===== src/rtl/pit_pkg.sv =====
package pit_pkg;

    typedef enum logic [2:0] {
        PM_TC_IRQ    = 3'd0,
        PM_ONESHOT   = 3'd1,
        PM_RATE      = 3'd2,
        PM_SQUARE    = 3'd3,
        PM_SW_STROBE = 3'd4,
        PM_HW_STROBE = 3'd5
    } pit_mode_e;

    // codes 6 and 7 fold onto the periodic modes
    function automatic pit_mode_e fold_mode(input logic [2:0] code);
        if (code[2] && code[1])
            return pit_mode_e'({1'b0, code[1:0]});
        return pit_mode_e'(code);
    endfunction

    function automatic logic gate_retriggers(input pit_mode_e m);
        return (m == PM_ONESHOT) || (m == PM_RATE) ||
               (m == PM_SQUARE)  || (m == PM_HW_STROBE);
    endfunction

    function automatic logic gate_enables(input pit_mode_e m);
        return (m == PM_TC_IRQ) || (m == PM_SW_STROBE);
    endfunction

endpackage


===== src/rtl/pit_gate_ctl.sv =====
module pit_gate_ctl
    import pit_pkg::*;
(
    input  logic      clk,
    input  logic      rst,
    input  logic      gate,
    input  logic      tick_en,
    input  logic      load,
    input  pit_mode_e mode_q,
    output logic      restart,
    output logic      advance
);
    logic gate_q;

    always_ff @(posedge clk) begin
        if (rst) gate_q <= 1'b0;
        else     gate_q <= gate;
    end

    always_comb begin
        restart = load || (gate && !gate_q && gate_retriggers(mode_q));
        advance = tick_en && !restart && (gate || !gate_enables(mode_q));
    end
endmodule


===== src/rtl/pit_phase.sv =====
module pit_phase
    import pit_pkg::*;
#(
    parameter int CNT_W = 16
) (
    input  logic                 clk,
    input  logic                 rst,
    input  logic                 load,
    input  logic [CNT_W-1:0]     load_val,
    input  logic [2:0]           mode_sel,
    input  logic                 restart,
    input  logic                 advance,
    output pit_mode_e            mode_q,
    output logic [CNT_W:0]       span,
    output logic [CNT_W:0]       elapsed,
    output logic [CNT_W:0]       phase,
    output logic [CNT_W:0]       dphase,
    output logic [CNT_W-1:0]     live
);
    localparam int SPAN_W = CNT_W + 1;
    localparam logic [SPAN_W-1:0] FULL_SPAN = SPAN_W'(1) << CNT_W;

    logic [SPAN_W:0]   dsum;
    logic [SPAN_W-1:0] dstep;
    logic [SPAN_W-1:0] pnext;

    // doubled phase: advance by two, reduced modulo the span
    always_comb begin
        dsum = {1'b0, dphase} + (SPAN_W+1)'(2);
        if (dsum >= {1'b0, span}) dsum = dsum - {1'b0, span};
        if (dsum >= {1'b0, span}) dsum = dsum - {1'b0, span};
        dstep = dsum[SPAN_W-1:0];
        pnext = (phase + SPAN_W'(1) == span) ? '0 : phase + SPAN_W'(1);
    end

    always_ff @(posedge clk) begin
        if (rst) begin
            mode_q  <= PM_TC_IRQ;
            span    <= FULL_SPAN;
            elapsed <= '0;
            phase   <= '0;
            dphase  <= '0;
            live    <= '0;
        end else begin
            if (load) begin
                mode_q <= fold_mode(mode_sel);
                span   <= (load_val == '0) ? FULL_SPAN : {1'b0, load_val};
            end
            if (restart) begin
                elapsed <= '0;
                phase   <= '0;
                dphase  <= '0;
                live    <= load ? load_val : span[CNT_W-1:0];
            end else if (advance) begin
                if (elapsed <= span) elapsed <= elapsed + SPAN_W'(1);
                phase  <= pnext;
                dphase <= dstep;
                live   <= live - CNT_W'(1);
            end
        end
    end
endmodule


===== src/rtl/pit_wave.sv =====
module pit_wave
    import pit_pkg::*;
#(
    parameter int CNT_W = 16
) (
    input  pit_mode_e        mode_q,
    input  logic [CNT_W:0]   span,
    input  logic [CNT_W:0]   elapsed,
    input  logic [CNT_W:0]   phase,
    input  logic [CNT_W:0]   dphase,
    input  logic [CNT_W-1:0] live,
    output logic             out_pin,
    output logic [CNT_W-1:0] count_rd
);
    localparam int SPAN_W = CNT_W + 1;

    logic [SPAN_W:0]   half_sum;
    logic [SPAN_W-1:0] half;

    always_comb begin
        half_sum = ({1'b0, span} + (SPAN_W+1)'(1)) >> 1;
        half     = half_sum[SPAN_W-1:0];
        case (mode_q)
            PM_TC_IRQ,
            PM_ONESHOT:   out_pin = (elapsed >= span);
            PM_RATE:      out_pin = (elapsed != '0) && (phase == '0);
            PM_SQUARE:    out_pin = (phase < half);
            default:      out_pin = (elapsed == span);
        endcase
        case (mode_q)
            PM_RATE:      count_rd = CNT_W'(span - phase);
            PM_SQUARE:    count_rd = CNT_W'(span - dphase);
            default:      count_rd = live;
        endcase
    end
endmodule


===== src/rtl/pit_channel.sv =====
module pit_channel
    import pit_pkg::*;
#(
    parameter int CNT_W = 16
) (
    input  logic             clk,
    input  logic             rst,
    input  logic             tick_en,
    input  logic             gate,
    input  logic             load,
    input  logic [CNT_W-1:0] load_val,
    input  logic [2:0]       mode_sel,
    output logic             out_pin,
    output logic [CNT_W-1:0] count_rd
);
    pit_mode_e        mode_q;
    logic             restart;
    logic             advance;
    logic [CNT_W:0]   span;
    logic [CNT_W:0]   elapsed;
    logic [CNT_W:0]   phase;
    logic [CNT_W:0]   dphase;
    logic [CNT_W-1:0] live;

    pit_gate_ctl i_gate (
        .clk(clk), .rst(rst), .gate(gate), .tick_en(tick_en), .load(load),
        .mode_q(mode_q), .restart(restart), .advance(advance)
    );

    pit_phase #(.CNT_W(CNT_W)) i_phase (
        .clk(clk), .rst(rst), .load(load), .load_val(load_val),
        .mode_sel(mode_sel), .restart(restart), .advance(advance),
        .mode_q(mode_q), .span(span), .elapsed(elapsed), .phase(phase),
        .dphase(dphase), .live(live)
    );

    pit_wave #(.CNT_W(CNT_W)) i_wave (
        .mode_q(mode_q), .span(span), .elapsed(elapsed), .phase(phase),
        .dphase(dphase), .live(live), .out_pin(out_pin), .count_rd(count_rd)
    );

    a_r3_low_after_load: assert property (@(posedge clk) disable iff (rst)
        (load && fold_mode(mode_sel) == PM_TC_IRQ) |=> !out_pin);

    a_r4_low_after_load: assert property (@(posedge clk) disable iff (rst)
        (load && fold_mode(mode_sel) == PM_ONESHOT) |=> !out_pin);

    a_r5_no_pulse_at_start: assert property (@(posedge clk) disable iff (rst)
        (load && fold_mode(mode_sel) == PM_RATE) |=> !out_pin);

    a_r6_high_at_start: assert property (@(posedge clk) disable iff (rst)
        (load && fold_mode(mode_sel) == PM_SQUARE) |=> out_pin);

    a_r7_single_pulse: assert property (@(posedge clk) disable iff (rst)
        ((mode_q == PM_SW_STROBE || mode_q == PM_HW_STROBE) && out_pin && advance)
        |=> !out_pin);

    a_r9_gate_holds: assert property (@(posedge clk) disable iff (rst)
        ((mode_q == PM_TC_IRQ || mode_q == PM_SW_STROBE) && !gate && !load)
        |=> $stable(count_rd));

    a_r2_down_step: assert property (@(posedge clk) disable iff (rst)
        (mode_q == PM_TC_IRQ && advance)
        |=> count_rd == CNT_W'($past(count_rd) - CNT_W'(1)));
endmodule


===== config.mk =====
export PLATFORM = sky130hd
export DESIGN_NAME = pit_channel
export DESIGN_NICKNAME = d
export VERILOG_FILES = /design/src/rtl/pit_pkg.sv /design/src/rtl/pit_gate_ctl.sv /design/src/rtl/pit_phase.sv /design/src/rtl/pit_wave.sv /design/src/rtl/pit_channel.sv
export SDC_FILE = /design/constraint.sdc
export NUM_CORES = 1
export LEC_CHECK = 0
export ABC_AREA = 1
export BUFFER_PORTS_ARGS = -buffer_cell sky130_fd_sc_hd__buf_2
export CORE_UTILIZATION = 55
export DETAILED_ROUTE_END_ITERATION = 12
export PLACE_DENSITY = 0.84
export SYNTH_ARGS = -nofsm -noshare
export SYNTH_HDL_FRONTEND = slang
export SYNTH_SLANG_ARGS = --single-unit

===== constraint.sdc =====
create_clock -name clk -period 11.2 [get_ports clk]
set_input_delay 0.56 -clock clk [delete_from_list [all_inputs] [get_ports clk]]
set_output_delay 0.56 -clock clk [all_outputs]
set_load 0.03 [all_outputs]

After elaboration in Yosys (flattened, before gate mapping)
Cells that the tools add are included.
{"block": "op_classes", "magnitude_cmp": 5, "n_eq_ne": 7, "addsub": 9, "muxes": 14, "reduce_logical": 23}
{"cell": "$mux W17", "n": 3}
{"cell": "$mux W16", "n": 3}
{"cell": "$ge A18 B17 Y1", "n": 2}
{"cell": "$add A17 B1 Y17 const B", "n": 2}
{"cell": "$eq A17 B17 Y1", "n": 2}
{"cell": "$pmux W16 S2", "n": 1}
{"cell": "$sub A16 B16 Y16", "n": 2}
{"cell": "$add A17 B1 Y18 const B", "n": 1}
{"cell": "$add A17 B2 Y18 const B", "n": 1}
{"cell": "$mux W18", "n": 1}
{"cell": "$sub A18 B17 Y18", "n": 1}
{"cell": "$ge A17 B17 Y1", "n": 1}
{"cell": "$le A17 B17 Y1", "n": 1}
{"cell": "$logic_not A17 Y1", "n": 1}
{"cell": "$lt A17 B17 Y1", "n": 1}
{"cell": "$reduce_bool A17 Y1", "n": 1}
{"cell": "$sub A17 B17 Y17", "n": 1}
{"cell": "$logic_not A16 Y1", "n": 1}
{"cell": "$sub A16 B1 Y16 const B", "n": 1}
{"cell": "$eq A3 B2 Y1 const B", "n": 2}
{"cell": "$eq A3 B3 Y1 const B", "n": 2}
{"cell": "$logic_and A1 B1 Y1", "n": 6}
{"cell": "$logic_or A1 B1 Y1", "n": 6}
{"cell": "$mux W3", "n": 2}
{"cell": "other kinds (8)", "n": 13}
{"block": "totals", "wordCells": 65, "in_bits": 24, "out_inout_bits": 17, "regBits": 88}

Longest topological paths before layout
Gate-level depths: netlist of the first run.
{"block": "depth", "depth_word": 11, "mapped_depth": 34, "depth_no_buf": 33}

Hierarchy
A second synthesis of the first run with hierarchy kept.
{"block": "unflattened", "hier_cells": 1750, "area_unflattened_um2": 10476.3}
{"mod": "pit_phase", "seq_area_each_um2": 1741.7, "n_inst": 1, "cells_per_inst": 1257, "area_per_inst_um2": 7771.2}
{"mod": "pit_wave", "seq_area_each_um2": 0.0, "n_inst": 1, "cells_per_inst": 480, "area_per_inst_um2": 2625.0}
{"mod": "pit_gate_ctl", "seq_area_each_um2": 20.0, "n_inst": 1, "cells_per_inst": 13, "area_per_inst_um2": 80.1}

Least setup slack after synthesis of the first run
OpenSTA, ideal clock, no wires.
{"block": "synth_timing", "kind": "reg-to-reg", "startpoint": "register i_phase.dphase[1]", "endpoint": "register i_phase.dphase[10]", "stages_incl_launch_ff": 31, "path_buffers": 2, "synth_period_minus_slack_ns": 4.421, "arrival_time_ns": 4.288, "slack_ns": 6.779, "setup_ns": 0.132, "required_ns": 11.068, "cell_sequence": "dfxtp_1 -> ha_1 -> nand2_1 -> nor3_1 -> nand3_1 -> xor2_1 -> inv_1 -> ha_1 -> nand2_1 -> nor2_1 -> inv_1 -> nor2_1 -> a21oi_1 -> nand2_1 -> inv_2 -> nand2_8 -> buf_2 -> nand2_1 -> nand2_1 -> inv_1 -> ha_1 -> a21o_1 -> a21boi_1 -> o21ai_1 -> nand2_1 -> a21oi_2 -> nor2_4 -> buf_1 -> nand3_1 -> nand3_1 -> a21oi_1"}
{"block": "synth_between", "elab_chain_cells": 5, "word_cells_on_any_way": 7, "cone_classes": "3 x add/sub; 2 x order compare; 2 x mux"}
{"item": "start: declaration", "line": "pit_phase.sv:17", "rtl": "output logic [CNT_W:0] dphase,"}
{"item": "start signal: assignment", "line": "pit_phase.sv:57", "rtl": "dphase <= dstep;"}
{"item": "$add A17 B2 Y18 (*)", "line": "pit_phase.sv:29", "rtl": "dsum = {1'b0, dphase} + (SPAN_W+1)'(2);"}
{"item": "$sub A18 B17 Y18 or $ge A18 B17 Y1 (tied branches)", "line": "pit_phase.sv:30", "rtl": "if (dsum >= {1'b0, span}) dsum = dsum - {1'b0, span};"}
{"item": "$mux W18 (*)", "line": "pit_phase.sv:30"}
{"item": "$sub A17 B17 Y17 or $ge A18 B17 Y1 (tied branches)", "line": "pit_phase.sv:31", "rtl": "if (dsum >= {1'b0, span}) dsum = dsum - {1'b0, span};"}
{"item": "$mux W17 (*)", "line": "pit_phase.sv:31"}
Every way passes the cells marked *; elsewhere a longest branch is shown, timed or not.
A chain may end at the register's enable or synchronous reset.

Final worst setup path of the first run
Ends and elaborated chain as after synthesis.

==> results.cfg, run 1 <==
[timing]
slew-limit-headroom_pct = 42.8
skew_ns = 0.00815
max_clock_freq_mhz = 188
holdWs_ns = 0.443
hold_violations = 0
post-route-period-util_pct = 47.5
fin_tns_setup_ns = 0
setup_viol = 0
rsz0062_at_grt = false
worstMarginPinSlew_ns = 0.836
min_period_ns = 5.32
slew_viol_final = 0

[clock_network]
clock_latency_ns = 0.35
cts_root_buf = clkbuf_16
cts_buffers = 9
h-tree-depth = 3
cts_num_sinks = 88
cts_resized = 0
cts_tree = built
hold_buffers = 0
clk_pin_slew_ns = 0.07
cts_setup_buffers = 0
ctsLongestPathBuffers = 2

[worst_setup_path]
crit_required_ns = 11.42
cp-start-kind = flop
crit_top_cell = nand2_1
cpPeakStageDelay_ns = 0.46
crit_fanout = 18
r2r_slack_ns = 5.88
critPathSlowestCell = dfxtp_1
path_class = reg2reg
endpoint_kind = flop
cp.arrival_ns = 5.54

[final_layout]
final_cell_area_um2 = 10400
multi_input_area_um2 = 7070
drive_gt1_share_pct = 7.71
layout.area.seq_um2 = 1760
nets = 1733
post-route-util_pct = 60.2
final_common_cell = nand2_1
final.fill_count = 1677
area_delta_synth_final_pct = 6.54
antenna_cells = 0
final_cell_mix = nand2_1, inv_1, nor2_1

[grt]
grt_max_degree = 43
track_usage_pct = 35.5
antenna_found_initial = 0
grt_pass1_vias = 10100
grt_pass1_wl_mm = 50.9
grt_overflow_total = 0

[yosys]
syn_area_um2 = 9770
synth.distinct_cells = 59
synth_top_area_share_pct = 18.0
syn_area_per_cell_um2 = 6.11
synth_edf_count = 0
synthCells = 1600
synth.net_count = 1716
ys.flop_type = dfxtp_1
synth_area_leader_cell = dfxtp_1
ys_async_sr_fraction_pct = 0
ys_warn_count = 0
netlist_top_cells_area = dfxtp_1, nand2_1, ha_1, inv_1, nand3_1
ys_seq_area_share_pct = 18.0
ys_ff_latch = 88

[floorplan]
initial_utilization_pct = 56.5
rows = 48
coreArea_um2 = 17300
dieArea_um2 = 18300
io_pins = 41
die_x_um = 135
die_height_um = 135

[place]
dp_hpwl_mm = 24.2
place_area_um2 = 10100
io_buffers = 40
gp_congestion = 1.02

[pwr]
leakagePower_nw = 4.93
p_total_mw = 1.15
cellPowerDensity_nw_per_um2 = 111
ir_drop_mv = 0.0842

[outcome]
status = complete, no violations

[job]
drv_cap = 0

[routing]
vias = 11000
drt-initial-drc-count = 1281
antenna_left = 0
wl_mm = 31.5
drt_drc_violations_left = 0
wl_per_cell_um = 17.1
vias_per_cell = 5.96
first_pass_iters = 6

[worst_hold_path]
hold_path.class = in2reg
-- final cells by class --
type | count | share of cell area, %
Multi-Input combinational cell | 1272 | 67.9
Sequential cell | 88 | 16.9
Inverter | 203 | 7.32
Tap cell | 225 | 2.70
Clock buffer | 9 | 2.16
Timing Repair Buffer | 43 | 2.14
Clock inverter | 6 | 0.889
-- cell usage after synthesis (4+ instances only) --
cell type    n
o21bai_1     5
nand3_1    130
nor4_1      11
xnor2_1     20
ha_1        89
nor3_1      32
o31ai_1      5
a31oi_1      7
xor2_1      50
nor2_4       5
o21ai_0     88
inv_2        8
a21oi_1    109
a21o_1       5
inv_1      193
nand2_2     12
nand4_1     27
nor2_2       8
nand3_2      6
nor2_1     144
o21a_1       6
and2_1       4
clkbuf_1    19
a21oi_2     12
dfxtp_1     88
nand2_1    440
buf_2       10
o21ai_1      5
nand3b_1    13
buf_1        4
-- logic make-up (layout without fill, tap and decap cells) --
logic type	count (synthesis)	in the layout	synth area share [%]
flops	88	88	18.0
fa+ha+maj	92	92	12.0
compound gates	261	261	15.0
buf+inv	240	261	9.74
simple gates	847	847	38.5
xor+xnor	72	72	6.67
-- report_power, final --
part           internal (mW)  total (mW)  switching, mW
combinational          0.156       0.479          0.323
clock                  0.196       0.334          0.138
sequential             0.324       0.341         0.0166
total                  0.676        1.15          0.478
-- registers in the layout, indices dropped and copies added, names as in the netlist --
| name | flops |
|---|---|
| i_phase.span | 17 |
| i_phase.mode_q | 3 |
| i_phase.live | 16 |
| i_phase.elapsed | 17 |
| i_phase.phase | 17 |
| i_gate.gate_q | 1 |
| i_phase.dphase | 17 |
-- metrics by stage --
stage                     setup WS (ns)  std cells
final                              5.88       1846
after global routing               5.36       1846
after CTS                          5.98       1846
after detailed placement           6.00       1831
after global placement             6.11       1831
after floorplan                    6.78       1600
-- worst paths after layout --
| check | startpoint | to | cells after the start |
|---|---|---|---|
| max | i_phase.dphase[1] | i_phase.dphase[10] | 28 |
| min | gate | i_gate.gate_q | 3 |
| max reg2reg | i_phase.dphase[1] | i_phase.dphase[10] | 28 |
| min reg2reg | i_phase.dphase[16] | i_phase.dphase[16] | 2 |
-- per-layer routing --
layer	GRT usage [%]	share of wire (%)	up-vias
met2	56.6	44	614
met3	4.56	8.8	113
li1	-	-	5302
met5	0	0	-
met1	46.5	42	4967
met4	19.0	5.1	0
-- worst max-delay path: cells and delay by family, from the launching register on --
family                     cells  cell delay, ns
xor gates and xnor gates       1            0.24
AOI/OAI and AO/OA              5            0.93
and+or+nand+nor               15            1.91
adders and majority gates      4            1.20
buffers and inverters          3            0.42
DFF                            1            0.46
Power figures use the tool's default switching activity.
==> run 2, diff against run 1 <==
--- a/config.mk
+++ b/config.mk
@@ -5,11 +5,11 @@
 export SDC_FILE = /design/constraint.sdc
 export NUM_CORES = 1
 export LEC_CHECK = 0
-export ABC_AREA = 1
+export ABC_AREA = 0
 export BUFFER_PORTS_ARGS = -buffer_cell sky130_fd_sc_hd__buf_2
 export CORE_UTILIZATION = 55
 export DETAILED_ROUTE_END_ITERATION = 12
-export PLACE_DENSITY = 0.84
+export PLACE_DENSITY = 0.85
 export SYNTH_ARGS = -nofsm -noshare
 export SYNTH_HDL_FRONTEND = slang
 export SYNTH_SLANG_ARGS = --single-unit
==> constraint.sdc (replaced) <==
create_clock -name clk -period 4.9 [get_ports clk]
set_input_delay 0.245 -clock clk [delete_from_list [all_inputs] [get_ports clk]]
set_output_delay 0.245 -clock clk [all_outputs]
set_load 0.03 [all_outputs]
==> run 2 against run 1 <==
The flow now finishes with violations (setup timing); synthesized cell count decreased by 31%; fmax shrank 4.5%; sequential power is 120% higher; die area shrank 14%; critical path depth is 3 lower; first-iteration DRC count decreased by 40%; clock skew rose by 0.0032 ns; clock power up 120%; sequential share of layout area barely moved; critical path type unchanged; highest routed layer is now met5.
==> results.cfg, run 2 <==
[outcome]
status = complete, but fails checks
violations = setup timing

[routing]
wl_mm = 28.0
vias_per_cell = 6.36
drt_drc_violations_left = 0
wl_met2_mm = 12.6
first_pass_iters = 5
vias = 9200
met3_length_mm = 2.44
antenna_left = 0
drt-initial-drc-count = 766
drt-met1-wl_mm = 10.9
wl_per_cell_um = 19.4
top_layer = met5

[timing]
slew-limit-headroom_pct = 34.2
skew_ns = 0.0113
post-route-period-util_pct = 114
holdWs_ns = 0.125
min_period_ns = 5.57
rsz0062_at_grt = true
setup_viol = 17
hold_violations = 0
worst_slack_ns = -0.669
max_clock_freq_mhz = 180
worstMarginPinSlew_ns = 0.986
slew_viol_final = 0

[worst_setup_path]
endpoint_kind = flop
path_class = reg2reg
cp.arrival_ns = 5.79
crit_fanout = 14
r2r_cells = 25
cp-start-kind = flop
worstReg2RegEnd = i_phase.dphase[11]
crit_required_ns = 5.12
r2r_slack_ns = -0.67
r2r-start = i_phase.dphase[5]

[clock_network]
cts_tree = built
cts_root_buf = clkbuf_16
clock_latency_ns = 0.37
ctsLongestPathBuffers = 2
cts_buffers = 9
h-tree-depth = 3
cts_num_sinks = 88
clk_pin_slew_ns = 0.08

[final_layout]
nets = 1374
final_cell_area_um2 = 10400
final.fill_count = 1120
antenna_cells = 0
drive_gt1_share_pct = 21.5
multi_input_area_um2 = 6510
final_cell_mix = buf_4, nor2_1, ha_1
final_common_cell = buf_4
layout.area.seq_um2 = 1770
area_delta_synth_final_pct = 23.7

[yosys]
synth.net_count = 1213
synth_area_leader_cell = dfxtp_1
ys.flop_type = dfxtp_1
syn_area_um2 = 8430
ys_warn_count = 0
ys_async_sr_fraction_pct = 0
synth.distinct_cells = 63
synth_most_common_cell = nor2_1
synth_top_area_share_pct = 20.9
ys_seq_area_share_pct = 20.9
syn_area_per_cell_um2 = 7.69
synth_edf_count = 0
synthCells = 1097
ys_top_cells_by_count = nor2_1, ha_1, dfxtp_1, nand2_1, xnor2_1
netlist_top_cells_area = dfxtp_1, ha_1, xnor2_1, mux2i_1, xor2_1
ys_ff_latch = 88

[pwr]
p_total_mw = 2.59
ir_drop_mv = 0.231
cellPowerDensity_nw_per_um2 = 249
leakagePower_nw = 4.74

[floorplan]
dieArea_um2 = 15800
io_pins = 41
die_x_um = 126
coreArea_um2 = 14800
initial_utilization_pct = 57.2
rows = 44
die_height_um = 126

[worst_hold_path]
whs_endpoint = i_phase.mode_q[0]
hold_path.startpoint = mode_sel[0]
hold_path.class = in2reg
hold_depth = 3

[place]
dp_hpwl_mm = 20.8
io_buffers = 40
place_area_um2 = 9840
gp_congestion = 1.05

[grt]
grt_max_degree = 46
antenna_found_initial = 1
grt_overflow_total = 0
grt_pass1_vias = 9128
grt_pass1_wl_mm = 45.0
track_usage_pct = 35.8

[job]
drv_cap = 0
-- run 2: per-layer routing --
layer | GRT usage [%] | vias up
met4 | 25.8 | 2
met5 | 0 | -
met1 | 42.1 | 4288
met3 | 7.22 | 153
li1 | - | 4239
met2 | 58.4 | 518
-- run 2: where the power goes --
group          switching [mW]  internal (mW)  total, mW
logic                   0.593          0.514       1.11
clock network           0.359          0.362      0.721
registers              0.0257          0.741      0.767
-- run 2: worst max path at each step --
| stage | startpoint | to | slack, ns | cells past startpoint |
|---|---|---|---|---|
| after global routing | i_phase.dphase[5] | i_phase.dphase[11] | -0.97 | 26 |
| after floorplan | i_phase.dphase[3] | i_phase.dphase[1] | -0.59 | 25 |
| after detailed placement | i_phase.dphase[6] | i_phase.dphase[0] | -0.98 | 27 |
| final | i_phase.dphase[5] | i_phase.dphase[11] | -0.67 | 25 |
| after global placement | i_phase.dphase[6] | i_phase.dphase[0] | -0.74 | 23 |
| after CTS | i_phase.dphase[4] | i_phase.dphase[4] | -0.44 | 29 |
-- run 2: layout make-up --
cell class                      instances  share of cell area [%]
Clock inverter                          7                   0.671
Tap cell                              184                    2.21
Multi-Input combinational cell        912                    62.4
Inverter                               50                    1.80
Clock buffer                            9                    2.16
Sequential cell                        88                    17.0
Timing Repair Buffer                  197                    13.8
-- run 2: logic make-up after synthesis --
group                      Yosys count  synth area share (%)
DFF                                 88                  20.9
adders and majority gates           92                  13.9
and+or+nand+nor                    386                  22.4
AOI/OAI and AO/OA                  250                  18.4
buffers and inverters               97                  4.48
xor gates and xnor gates           131                  13.6
muxes                               53                  6.39
-- run 2: critical path, cell delays in order, from the launching register on --
cell	delay [ns]
dfxtp_2	0.33
and4_4	0.25
nand2_2	0.07
xnor2_2	0.14
ha_1	0.31
a2111o_1	0.45
o2111ai_2	0.20
nand2_2	0.09
a311oi_2	0.33
o21a_4	0.24
buf_6	0.17
nand2_1	0.06
o21ai_1	0.13
ha_1	0.28
and3_1	0.18
nand2_1	0.10
a211oi_2	0.06
o41ai_2	0.40
o311ai_2	0.20
a31o_2	0.26
a21o_1	0.20
a311oi_4	0.29
buf_6	0.17
buf_16	0.13
mux2i_1	0.23
a21oi_1	0.12
-- run 2: metrics by stage --
| step | util [%] | instances | setup TNS [ns] | worst slack, ns |
|---|---|---|---|---|
| 3_5_place_dp | 66.7 | 1416 | -15.41 | -0.978 |
| 3_3_place_gp | 66.7 | 1416 | -11.34 | -0.735 |
| 5_1_grt | 70.7 | 1447 | -14.13 | -0.967 |
| 6_report | 70.7 | 1447 | -9.23 | -0.669 |
| 2_1_floorplan | - | 1097 | -9.00 | -0.595 |
| 4_1_cts | 70.3 | 1445 | -6.41 | -0.438 |
-- run 2: what timing repair did --
item,in CTS,in global routing
resized for setup,32,11
hold buffers,0,0
cloned,1,0
hold endpoints to repair,0,0
pin swaps,27,1
endpoints found under the setup margin,17,18
buffers inserted,12,2
==> run 3, diff against run 2 <==
--- a/config.mk
+++ b/config.mk
@@ -10,6 +10,8 @@
 export CORE_UTILIZATION = 55
 export DETAILED_ROUTE_END_ITERATION = 12
 export PLACE_DENSITY = 0.85
+export SETUP_SLACK_MARGIN = 0.05
+export SLEW_MARGIN = 40
 export SYNTH_ARGS = -nofsm -noshare
 export SYNTH_HDL_FRONTEND = slang
 export SYNTH_SLANG_ARGS = --single-unit
==> run 3 against run 2 <==
The flow still finishes with violations (setup timing); sequential power barely moved; worst hold slack is essentially flat; critical endpoint is now i_phase.dphase[0]; core utilization rose by 0.30 points.
==> results.cfg, run 3 (same netlist as run 2, synthesis figures left out) <==
[worst_setup_path]
crit_required_ns = 5.20
r2r-start = i_phase.dphase[6]
crit_fanout = 5
r2r_slack_ns = -0.66
endpoint_kind = flop
path_class = reg2reg
worstReg2RegEnd = i_phase.dphase[0]
r2r_cells = 25
cp-startpoint = i_phase.dphase[6]
cp-start-kind = flop
cp.arrival_ns = 5.86
worstSetupEndpoint = i_phase.dphase[0]

[pwr]
p_switching_uw = 974
cellPowerDensity_nw_per_um2 = 248
p_int_mw = 1.62
p_clk_share_pct = 27.7
leakagePower_nw = 4.75
ir_drop_mv = 0.248
power_frac_seq_pct = 29.6
combPwrFrac_pct = 42.8
p_total_mw = 2.59
power.share.switching_pct = 37.5

[clock_network]
h-tree-depth = 3
clk_pin_slew_ns = 0.08
cts_num_sinks = 88
clock_latency_ns = 0.36
cts_buffers = 9
hold_buffers = 0
cts_tree = built
ctsLongestPathBuffers = 2
cts_root_buf = clkbuf_16

[final_layout]
final.fill_count = 1121
final_common_cell = buf_4
area_delta_synth_final_pct = 24.3
multi_input_area_um2 = 6530
post-route-util_pct = 71.0
antenna_cells = 0
nets = 1377
drive_gt1_share_pct = 21.8
final_cell_mix = buf_4, nor2_1, ha_1
layout.area.seq_um2 = 1770

[timing]
holdWs_ns = 0.124
min_period_ns = 5.56
worst_slack_ns = -0.655
setup_viol = 17
skew_ns = 0.00951
fin_tns_setup_ns = -10.06
max_clock_freq_mhz = 180
slew_viol_final = 0
post-route-period-util_pct = 113
hold_violations = 0
rsz0062_at_grt = true
worstMarginPinSlew_ns = 0.833
slew-limit-headroom_pct = 44.0

[routing]
vias_per_cell = 6.34
antenna_left = 0
wl_per_cell_um = 19.4
wl_mm = 28.1
drt-initial-drc-count = 743
drt_drc_violations_left = 0
first_pass_iters = 5
vias = 9191

[floorplan]
coreArea_um2 = 14800
die_height_um = 126
dieArea_um2 = 15800
io_pins = 41
rows = 44
die_x_um = 126
initial_utilization_pct = 57.2

[place]
dp_hpwl_mm = 20.7
io_buffers = 40
dp_slack_ns = -0.929
gp_congestion = 1.05

[worst_hold_path]
hold_path.class = in2reg

[grt]
track_usage_pct = 35.4
antenna_found_initial = 0
grt_pass1_wl_mm = 44.4
grt_overflow_total = 0
grt_pass1_vias = 8938
grt_max_degree = 46

[outcome]
violations = setup timing
status = complete, but fails checks

[job]
drv_cap = 0
[run 3: cell count changes in the layout (fill, tap and decap cells not counted), sizes merged]
cell,change
buf,+1
clkbuf,+1
o21a,+1
[run 3: worst min-delay path by stage]
stage                startpoint  cells after the start           endpoint
CTS                 mode_sel[0]                      3  i_phase.mode_q[0]
global placement           gate                      2      i_gate.gate_q
global route        mode_sel[0]                      3  i_phase.mode_q[0]
floorplan                  gate                      1      i_gate.gate_q
finish              mode_sel[0]                      3  i_phase.mode_q[0]
detailed placement  mode_sel[0]                      3  i_phase.mode_q[0]
[run 3: per-stage QoR]
stage / area, um2 / cells
2_1_floorplan: 8510 / 1097
3_3_place_gp: 9840 / 1416
3_5_place_dp: 9840 / 1416
4_1_cts: 10400 / 1445
5_1_grt: 10500 / 1450
6_report: 10500 / 1450
[run 3: power by group through the flow]
stage / clock network, mW / registers [mW] / logic, mW
final: 0.718 / 0.767 / 1.11
after detailed placement: 0 / 0.782 / 0.982
after global placement: 0 / 0.781 / 0.963
after global routing: 0.752 / 0.770 / 1.19
after floorplan: 0 / 0.783 / 0.652
after CTS: 0.717 / 0.766 / 1.05
[run 3: layer usage]
layer | track usage (%) | routed length, um | up-vias
li1 | - | - | 4242
met1 | 42.4 | 10800 | 4239
met2 | 58.9 | 12700 | 561
met3 | 7.05 | 2680 | 149
met4 | 21.0 | 1880 | 0
met5 | 0 | 0 | -
[run 3: cell type report]
class	count	area share, %
clock buffer	9	2.15
clock inverter	7	0.669
inverter	50	1.79
multi-input combinational	913	62.3
sequential	88	16.9
tap	184	2.20
timing repair buffer	199	14.0
[run 3: critical path: stages (launching register included)]
cell	delay [ns]
dfxtp_2	0.34
and4_4	0.24
and4_1	0.27
nand3_1	0.11
xnor2_1	0.20
ha_1	0.31
a21oi_2	0.23
nor2b_4	0.07
o21a_1	0.21
a311oi_4	0.30
o21a_4	0.24
buf_6	0.12
mux2_4	0.31
ha_4	0.22
o21a_1	0.13
o31ai_4	0.07
a211oi_2	0.13
o41ai_2	0.38
o311ai_2	0.20
a31o_2	0.26
a21o_1	0.20
a311oi_4	0.21
buf_6	0.17
buf_12	0.13
mux2_4	0.31
a21oi_2	0.13
[run 3: what timing repair did]
item | CTS | global route
pin swaps | 28 | 6
gates cloned | 2 | 1
gates resized for setup | 31 | 14
buffers inserted | 11 | 5
setup endpoints to repair | 17 | 18
